[config.mk]
export PLATFORM = sky130hd
export DESIGN_NAME = fgate_meter
export DESIGN_NICKNAME = d
export VERILOG_FILES = /design/src/rtl/fgate_pkg.sv /design/src/rtl/fgate_ctrl.sv /design/src/rtl/fgate_datapath.sv /design/src/rtl/fgate_meter.sv
export SDC_FILE = /design/constraint.sdc
export NUM_CORES = 1
export LEC_CHECK = 0
export BUFFER_PORTS_ARGS = -buffer_cell sky130_fd_sc_hd__buf_2
export CORE_MARGIN = 1
export CORE_UTILIZATION = 40
export DETAILED_ROUTE_END_ITERATION = 10
export REMOVE_ABC_BUFFERS = 1
export SLEW_MARGIN = 0
export SYNTH_ARGS = -nofsm -noshare
export SYNTH_HDL_FRONTEND = slang
export SYNTH_SLANG_ARGS = --single-unit
[constraint.sdc]
create_clock -name clk -period 4.2 [get_ports clk]
set_input_delay 0.21 -clock clk [delete_from_list [all_inputs] [get_ports clk]]
set_output_delay 0.21 -clock clk [all_outputs]
set_load 0.01 [all_outputs]
[src/rtl/fgate_pkg.sv]
package fgate_pkg;

  typedef enum logic [2:0] {
    ST_IDLE,
    ST_SKIP,
    ST_ARMED,
    ST_COUNT,
    ST_DONE
  } meterState_t;

  typedef struct packed {
    logic zeroCount;
    logic countEn;
  } meterStrobe_t;

endpackage

[src/rtl/fgate_ctrl.sv]
module fgate_ctrl
  import fgate_pkg::*;
#(
  parameter int FRAMES = 50
) (
  input  logic         clk,
  input  logic         rstN,
  input  logic         startReq,
  input  logic         clearReq,
  input  logic         framePulse,
  output meterStrobe_t stb,
  output logic         windowDone
);

  localparam int FW = $clog2(FRAMES + 1);
  localparam logic [FW-1:0] LAST_FRAME = FW'(FRAMES - 1);

  meterState_t state, stateNext;
  logic [FW-1:0] frameCnt, frameNext;

  always_comb begin
    stateNext = state;
    frameNext = frameCnt;
    stb = '0;
    if (clearReq) begin
      stateNext = ST_IDLE;
      frameNext = '0;
      stb.zeroCount = 1'b1;
    end else begin
      unique case (state)
        ST_IDLE, ST_DONE: begin
          if (startReq) begin
            stateNext = ST_SKIP;
            frameNext = '0;
            stb.zeroCount = 1'b1;
          end
        end
        ST_SKIP: begin
          if (framePulse) stateNext = ST_ARMED;
        end
        ST_ARMED: begin
          if (framePulse) begin
            stateNext = ST_COUNT;
            frameNext = '0;
          end
        end
        ST_COUNT: begin
          stb.countEn = 1'b1;
          if (framePulse) begin
            if (frameCnt == LAST_FRAME) stateNext = ST_DONE;
            else frameNext = frameCnt + 1'b1;
          end
        end
        default: stateNext = ST_IDLE;
      endcase
    end
  end

  always_ff @(posedge clk or negedge rstN) begin
    if (!rstN) begin
      state <= ST_IDLE;
      frameCnt <= '0;
    end else begin
      state <= stateNext;
      frameCnt <= frameNext;
    end
  end

  assign windowDone = (state == ST_DONE);

endmodule

[src/rtl/fgate_datapath.sv]
module fgate_datapath
  import fgate_pkg::*;
#(
  parameter int CNT_W = 20,
  parameter int SYNC_STAGES = 2
) (
  input  logic             clk,
  input  logic             rstN,
  input  logic             refTickRaw,
  input  meterStrobe_t     stb,
  output logic [CNT_W-1:0] tickCount,
  output logic             overflow
);

  localparam logic [CNT_W-1:0] CNT_MAX = {CNT_W{1'b1}};

  logic [SYNC_STAGES-1:0] syncChain;
  logic prevLevel;
  logic tickEdge;

  for (genvar i = 0; i < SYNC_STAGES; i++) begin : g_sync
    if (i == 0) begin : g_first
      always_ff @(posedge clk or negedge rstN) begin
        if (!rstN) syncChain[0] <= 1'b0;
        else syncChain[0] <= refTickRaw;
      end
    end else begin : g_next
      always_ff @(posedge clk or negedge rstN) begin
        if (!rstN) syncChain[i] <= 1'b0;
        else syncChain[i] <= syncChain[i-1];
      end
    end
  end

  always_ff @(posedge clk or negedge rstN) begin
    if (!rstN) prevLevel <= 1'b0;
    else prevLevel <= syncChain[SYNC_STAGES-1];
  end

  assign tickEdge = syncChain[SYNC_STAGES-1] & ~prevLevel;

  always_ff @(posedge clk or negedge rstN) begin
    if (!rstN) begin
      tickCount <= '0;
      overflow <= 1'b0;
    end else if (stb.zeroCount) begin
      tickCount <= '0;
      overflow <= 1'b0;
    end else if (stb.countEn && tickEdge) begin
      if (tickCount == CNT_MAX) overflow <= 1'b1;
      else tickCount <= tickCount + 1'b1;
    end
  end

endmodule

[src/rtl/fgate_meter.sv]
module fgate_meter
  import fgate_pkg::*;
#(
  parameter int FRAMES = 50,
  parameter int CNT_W = 20,
  parameter int SYNC_STAGES = 2
) (
  input  logic             clk,
  input  logic             rstN,
  input  logic             startReq,
  input  logic             clearReq,
  input  logic             framePulse,
  input  logic             refTickRaw,
  output logic [CNT_W-1:0] tickCount,
  output logic             done,
  output logic             overflow
);

  meterStrobe_t stb;

  fgate_ctrl #(.FRAMES(FRAMES)) u_ctrl (
    .clk(clk),
    .rstN(rstN),
    .startReq(startReq),
    .clearReq(clearReq),
    .framePulse(framePulse),
    .stb(stb),
    .windowDone(done)
  );

  fgate_datapath #(.CNT_W(CNT_W), .SYNC_STAGES(SYNC_STAGES)) u_dp (
    .clk(clk),
    .rstN(rstN),
    .refTickRaw(refTickRaw),
    .stb(stb),
    .tickCount(tickCount),
    .overflow(overflow)
  );

endmodule

==> out/qor.csv, run 1 <==
metric,value,unit
CTS Hold Bufs,0,
FF/Latch Area,825.8,µm²
Critical Path Max Stage Delay,0.68,ns
initial antenna violation count,0,
Seq cells post-synth,33,
top_reg_cell synth,dfrtp_1,
library cells used by synthesis,48,
Hold WS,0.002723,ns
Worst path top cell family by delay,simple AND/OR/NAND/NOR gates,
Max Cap Viol,0,
cells after synthesis,209,
pin count of the biggest net entering global routing,34,
num ports,28,
Synth area leaders,"dfrtp_1, mux2i_1, nand2_1",
Max-slew headroom,0.4876,
Die X,72.08,µm
Post-synth ARST share,1.000,
P_leak,0.9259,nW
Clock Tree Buf Depth,2,
Root Buffer,clkbuf_8,
fin worst setup slack,1.986,ns
vias in the first global route,1575,
top cell type's share of synthesized area,0.4204,
Global Route Usage Sum,0.1945,
outcome,"finished, final reports clean",
synth cell count leaders,"dfrtp_1, nand2_1, mux2i_1",
pre-CTS setup slack,2.006,ns
fmax,0.4517,GHz
Fin. Hold Viols,0,
setup TNS,0,ns
worst-path maximum fanout,14,
Worst Path Required,4.40,ns
Slew Limit Fails,0,
gr ovfl total,0,
Synth-to-Final Area Change,14.08,%
fin util,0.4744,
CTS tree,done,
DRT antenna net count,0,
biggest area consumer among synthesized cells,dfrtp_1,
Nets,244,
RSZ-0062 raised after global routing,no,
CTS H-tree depth,2,
final setup violation count,0,
crit start category,register,
Vias per Instance,5.634,
Multi-input gate area,1056,µm²
PortBufs,27,
Routed WL per cell,14.65,µm
synth warn,0,
Placer Congestion,0.8088,
WP depth,4,
drt first pass iters,4,
# fillers,461,
Inserted Clock Buffers,5,
Post-synth EDFFs,0,
initial DRC count,108,
path depth of the worst reg2reg path,4,
clock skew,0.002138,ns
crit path buf inv count,0,
HPWL after DPL,3000,µm
"count leader, synth",dfrtp_1,
post-CTS setup buffers,0,
row count,25,
total number of vias,1707,
core area,4723,µm²
CP Capture Type,register,
min Tclk post-route,2.214,ns
arrival time worst endpoint,2.42,ns
register area share after synthesis,0.4204,
Worst path slowest cell,or4_4,
worst path cell trace,nand4bb_4 -> or4_4 -> or4_1 -> a21oi_1,
Die Y,72.08,µm
# diodes,0,
Least-Margin Pin Slew,0.7686,ns
Remaining DRCs,0,
die area,5196,µm²
initial core utilization,0.4159,
post-layout power,0.0007086,W
Sink Count,33,
share of cells above drive strength 1,0.1822,
Hold Path Class,input port to async pin,
Mapped Area,1964,µm²
Setup CP Type,register to register,
global-route wire length before repair,7803,µm
Power per Cell Area,316.2,nW/µm²
Syn Area/Cell,9.399,µm²
clk_lat worst skew,0.28,ns
Total Wirelength,4439,µm
CTS resizes,0,
"CTS clk-pin slew, worst paths",0.06,ns
VDD IR-drop max,149.4,µV
period utilization,0.5271,
[final cells by class]
type                    instances  area share
clock buffers                   8     0.03573
multi-input cells             156      0.4712
inverters                       8     0.01340
well taps                      67     0.03741
repair buffers                 31     0.07370
flip-flops and latches         33      0.3685
[registers in the layout, summed over array words and instances, names as in the netlist]
name	flops
u_ctrl.frameCnt	6
u_dp.overflow	1
u_dp.syncChain	2
u_dp.tickCount	20
u_ctrl.state	3
u_dp.prevLevel	1
[through the flow]
stage	std cells	instance area, µm²
detailed placement	295	2161
global route	303	2241
CTS	303	2241
finish	303	2241
floorplan	197	1906
global placement	295	2161
[power breakdown]
part / internal [W] / switching (W)
Sequential: 0.000329 / 0.0000259
Combinational: 0.0000524 / 0.0000750
Clock: 0.000118 / 0.000108
Total: 0.000499 / 0.000209
[worst reg2reg max path, stage by stage, from the launching register on]
cell       delay [ns]
dfrtp_1          0.54
nand4bb_4        0.27
or4_4            0.68
or4_1            0.49
a21oi_1          0.16
[worst paths after layout]
| path | from | endpoint | slack (ns) |
|---|---|---|---|
| max | u_ctrl.state[1]$_DFFE_PN0P_ | u_dp.tickCount[11]$_DFFE_PN0P_ | 1.99 |
| min | rstN | u_ctrl.state[1]$_DFFE_PN0P_ | 0.003 |
| max reg2reg | u_ctrl.state[1]$_DFFE_PN0P_ | u_dp.tickCount[11]$_DFFE_PN0P_ | 1.99 |
| min reg2reg | u_dp.syncChain[0]$_DFF_PN0_ | u_dp.syncChain[1]$_DFF_PN0_ | 0.35 |
| max in group asynchronous | rstN | u_dp.tickCount[4]$_DFFE_PN0P_ | 3.71 |
| min in group clk | refTickRaw | u_dp.syncChain[0]$_DFF_PN0_ | 0.03 |
[cell usage in the layout, fill, tap and decap left out, drive strengths merged, types with 2 or more instances in the layout]
master | netlist | routed
dfrtp | 33 | 33
buf | 4 | 31
nand2 | 27 | 27
mux2i | 14 | 14
nand4 | 9 | 9
or3 | 9 | 9
o21ai | 9 | 9
inv | 8 | 8
clkbuf | 8 | 8
nor2 | 7 | 7
a211oi | 7 | 7
nand3 | 7 | 7
nor4 | 7 | 7
a21oi | 6 | 6
or4 | 6 | 6
o31ai | 5 | 5
o41ai | 5 | 5
and4 | 3 | 3
nand2b | 3 | 3
ha | 3 | 3
nor3 | 2 | 2
nor3b | 2 | 2
nand4b | 2 | 2
or2 | 2 | 2
[metal layers]
layer | vias up | routed length [µm] | GRT usage
met1 | 802 | 2247 | 0.2831
met4 | 0 | 64 | 0.06972
met5 | - | 0 | 0
met3 | 6 | 179 | 0.04722
li1 | 854 | - | -
met2 | 45 | 1947 | 0.2804
[logic make-up (layout without fill, tap and decap cells)]
| kind of cell | count (synthesis) | after routing | synth area share |
|---|---|---|---|
| AND/OR/NAND/NOR | 93 | 93 | 0.2764 |
| multiplexers | 15 | 15 | 0.07707 |
| AO/OA/AOI/OAI | 45 | 45 | 0.1618 |
| flip-flops | 33 | 33 | 0.4204 |
| buffers and inverters | 20 | 47 | 0.04523 |
| adder cells (fa/ha/maj) | 3 | 3 | 0.01911 |
No activity file was read; power rests on OpenSTA's default activity.
==> run 2: changes to the inputs <==
--- a/config.mk
+++ b/config.mk
@@ -5,6 +5,7 @@
 export SDC_FILE = /design/constraint.sdc
 export NUM_CORES = 1
 export LEC_CHECK = 0
+export ABC_AREA = 1
 export BUFFER_PORTS_ARGS = -buffer_cell sky130_fd_sc_hd__buf_2
 export CORE_MARGIN = 1
 export CORE_UTILIZATION = 40
==> constraint.sdc (replaced) <==
create_clock -name clk -period 2.2 [get_ports clk]
set_input_delay 0.11 -clock clk [delete_from_list [all_inputs] [get_ports clk]]
set_output_delay 0.11 -clock clk [all_outputs]
set_load 0.01 [all_outputs]
==> run 2 against run 1 <==
Combinational power increased to 2.8 times the previous value. Area after synthesis increased by 2.5%. Clock skew increased by 0.0072 ns. Non-clock buffer count decreased by 1. Utilization increased by 0.82 points. Flip-flop and latch count unchanged. Synthesized cell count increased by 26%. Die area increased by 2.5%.
==> out/qor.csv, run 2 <==
metric,value,unit
Power per Cell Area,647.4,nW/µm²
PortBufs,27,
WP depth,8,
Setup CP Type,register to register,
Nets,306,
clk_lat worst skew,0.29,ns
Syn Area/Cell,7.659,µm²
biggest area consumer among synthesized cells,dfrtp_1,
path depth of the worst reg2reg path,8,
CTS H-tree depth,2,
DRT antenna net count,0,
Remaining DRCs,0,
Synth area leaders,"dfrtp_1, nand2_1, inv_1",
Routed WL per cell,11.61,µm
Root Buffer,clkbuf_8,
reg2reg end,u_dp.tickCount[4]$_DFFE_PN0P_,
max FFs per register,20,
Total Wirelength,4236,µm
final setup violation count,0,
worst flop-to-flop path startpoint,u_dp.tickCount[0]$_DFFE_PN0P_,
num ports,28,
P_leak,1.084,nW
Hold Path Class,input port to register,
"reg-to-reg slack, setup",0.36,ns
Global Route Usage Sum,0.1775,
most frequent cells in the layout,"nand2_1, dfrtp_1, inv_1",
Fin. Hold Viols,0,
Least-Margin Pin Slew,0.7422,ns
worst-path maximum fanout,14,
synth cell count leaders,"nand2_1, dfrtp_1, inv_1",
CP Capture Type,register,
initial antenna violation count,0,
Sink Count,33,
Slew Limit Fails,0,
Max Cap Viol,0,
fmax,0.5423,GHz
launch point of the worst hold path,clearReq,
global-route wire length before repair,7155,µm
share of cells above drive strength 1,0.2081,
Placer Congestion,0.8065,
total number of vias,1676,
synth warn,0,
min Tclk post-route,1.844,ns
Post-synth ARST share,1.000,
Clock Tree Buf Depth,2,
RSZ-0062 raised after global routing,no,
Worst path top cell family by delay,simple AND/OR/NAND/NOR gates,
Synth-to-Final Area Change,14.66,%
"CTS clk-pin slew, worst paths",0.08,ns
initial core utilization,0.4209,
setup TNS,0,ns
Mapped Area,2014,µm²
Worst Setup SP,u_dp.tickCount[0]$_DFFE_PN0P_,
Worst path slowest cell,dfrtp_1,
Die X,72.97,µm
CTS tree,done,
Largest Register,u_dp.tickCount,
register area share after synthesis,0.4099,
VDD IR-drop max,319.5,µV
Die Y,72.97,µm
crit path buf inv count,0,
"count leader, synth",nand2_1,
core area,4786,µm²
vias in the first global route,1519,
top_reg_cell synth,dfrtp_1,
Hold WS,0.1860,ns
gr ovfl total,0,
crit path to,u_dp.tickCount[4]$_DFFE_PN0P_,
arrival time worst endpoint,2.00,ns
crit start category,register,
top cell type's share of synthesized area,0.4099,
worst path cell trace,ha_1 -> nand2_2 -> nor2_4 -> nand2_4 -> nor2_1 -> nand3_1 -> nand3_2 -> o21ai_0,
period utilization,0.8382,
pin count of the biggest net entering global routing,34,
row count,25,
HPWL after DPL,2983,µm
clock skew,0.009371,ns
Inserted Clock Buffers,5,
Critical Path Max Stage Delay,0.40,ns
die area,5324,µm²
outcome,"finished, final reports clean",
cells after synthesis,263,
initial DRC count,75,
drt first pass iters,4,
Vias per Instance,4.592,
Seq cells post-synth,33,
"most common cell after layout, fill and taps aside",nand2_1,
post-CTS setup buffers,0,
# diodes,0,
Worst Path Required,2.35,ns
Max-slew headroom,0.5052,
library cells used by synthesis,30,
top flop regs,"u_dp.tickCount (20), u_ctrl.frameCnt (6), u_ctrl.state (3)",
Post-synth EDFFs,0,
-- run 2: cell count changes after synthesis, moves of 6 or more --
cell / before / now
or3_1: 9 / 0
nand3_1: 7 / 21
nor2_1: 7 / 26
xor2_1: 0 / 6
o21ai_2: 0 / 7
inv_1: 8 / 31
nor4_1: 7 / 0
clkbuf_1: 8 / 0
o21ai_1: 0 / 10
nand2_1: 27 / 72
mux2i_1: 14 / 0
a211oi_1: 7 / 0
-- run 2: worst min-delay path, cell delays in order --
cell and delay, ns:
buf_2 0.13, a21oi_4 0.08, o21a_1 0.11
-- run 2: power breakdown --
part	internal, W	total (W)	switching [W]
logic	0.000108	0.000351	0.000244
clock network	0.000219	0.000454	0.000234
registers	0.000649	0.000690	0.0000412
total	0.000976	0.00150	0.000519
-- run 2: through the flow --
stage                       util  setup slack, ns  power [W]  instances  area (µm²)
final                     0.4826           0.3561   0.001495        365        2310
after global routing      0.4826           0.1890   0.001584        365        2310
after CTS                 0.4826           0.3644   0.001513        365        2310
after detailed placement  0.4612           0.3581   0.001057        355        2207
after global placement    0.4612           0.4451   0.001058        355        2207
after floorplan                -           0.5671  0.0009546        260        1981
-- run 2: worst min-delay path by stage --
| stage | end | slack [ns] | depth (start not counted) |
|---|---|---|---|
| 6_report | u_dp.overflow$_DFFE_PN0P_ | 0.19 | 3 |
| 3_3_place_gp | u_dp.syncChain[0]$_DFF_PN0_ | 0.22 | 1 |
| 4_1_cts | u_dp.overflow$_DFFE_PN0P_ | 0.18 | 3 |
| 5_1_grt | u_dp.overflow$_DFFE_PN0P_ | 0.20 | 3 |
| 2_1_floorplan | u_ctrl.frameCnt[0]$_DFFE_PN0P_ | -0.19 | 0 |
| 3_5_place_dp | u_dp.syncChain[0]$_DFF_PN0_ | 0.22 | 1 |
-- run 2: layer usage --
layer / up-vias / global-route usage / part of all wire
li1: 906 / - / -
met1: 743 / 0.2498 / 0.52
met2: 21 / 0.2690 / 0.44
met3: 6 / 0.04144 / 0.026
met4: 0 / 0.05882 / 0.013
met5: - / 0 / 0
-- run 2: cell families after synthesis --
family | Yosys count | synth area share
buffers and inverters | 37 | 0.08012
xor gates and xnor gates | 11 | 0.04782
adders and majority gates | 3 | 0.01864
AOI/OAI and AO/OA | 35 | 0.1124
DFF | 33 | 0.4099
and+or+nand+nor | 144 | 0.3311
-- run 2: layout make-up --
class,count,area [µm²]
Timing Repair Buffer,30,162.7
Sequential cell,33,825.8
Clock inverter,2,10.01
Multi-Input combinational cell,193,1027
Inverter,34,127.6
Tap cell,67,83.83
Fill cell,496,2476
Clock buffer,6,72.57
-- run 2: repair_timing --
| item | in CTS | in global routing |
|---|---|---|
| setup endpoints to repair | 0 | 0 |
| gates resized for setup | 0 | 0 |
| hold buffers | 2 | 0 |
| hold endpoints to repair | 34 | 0 |
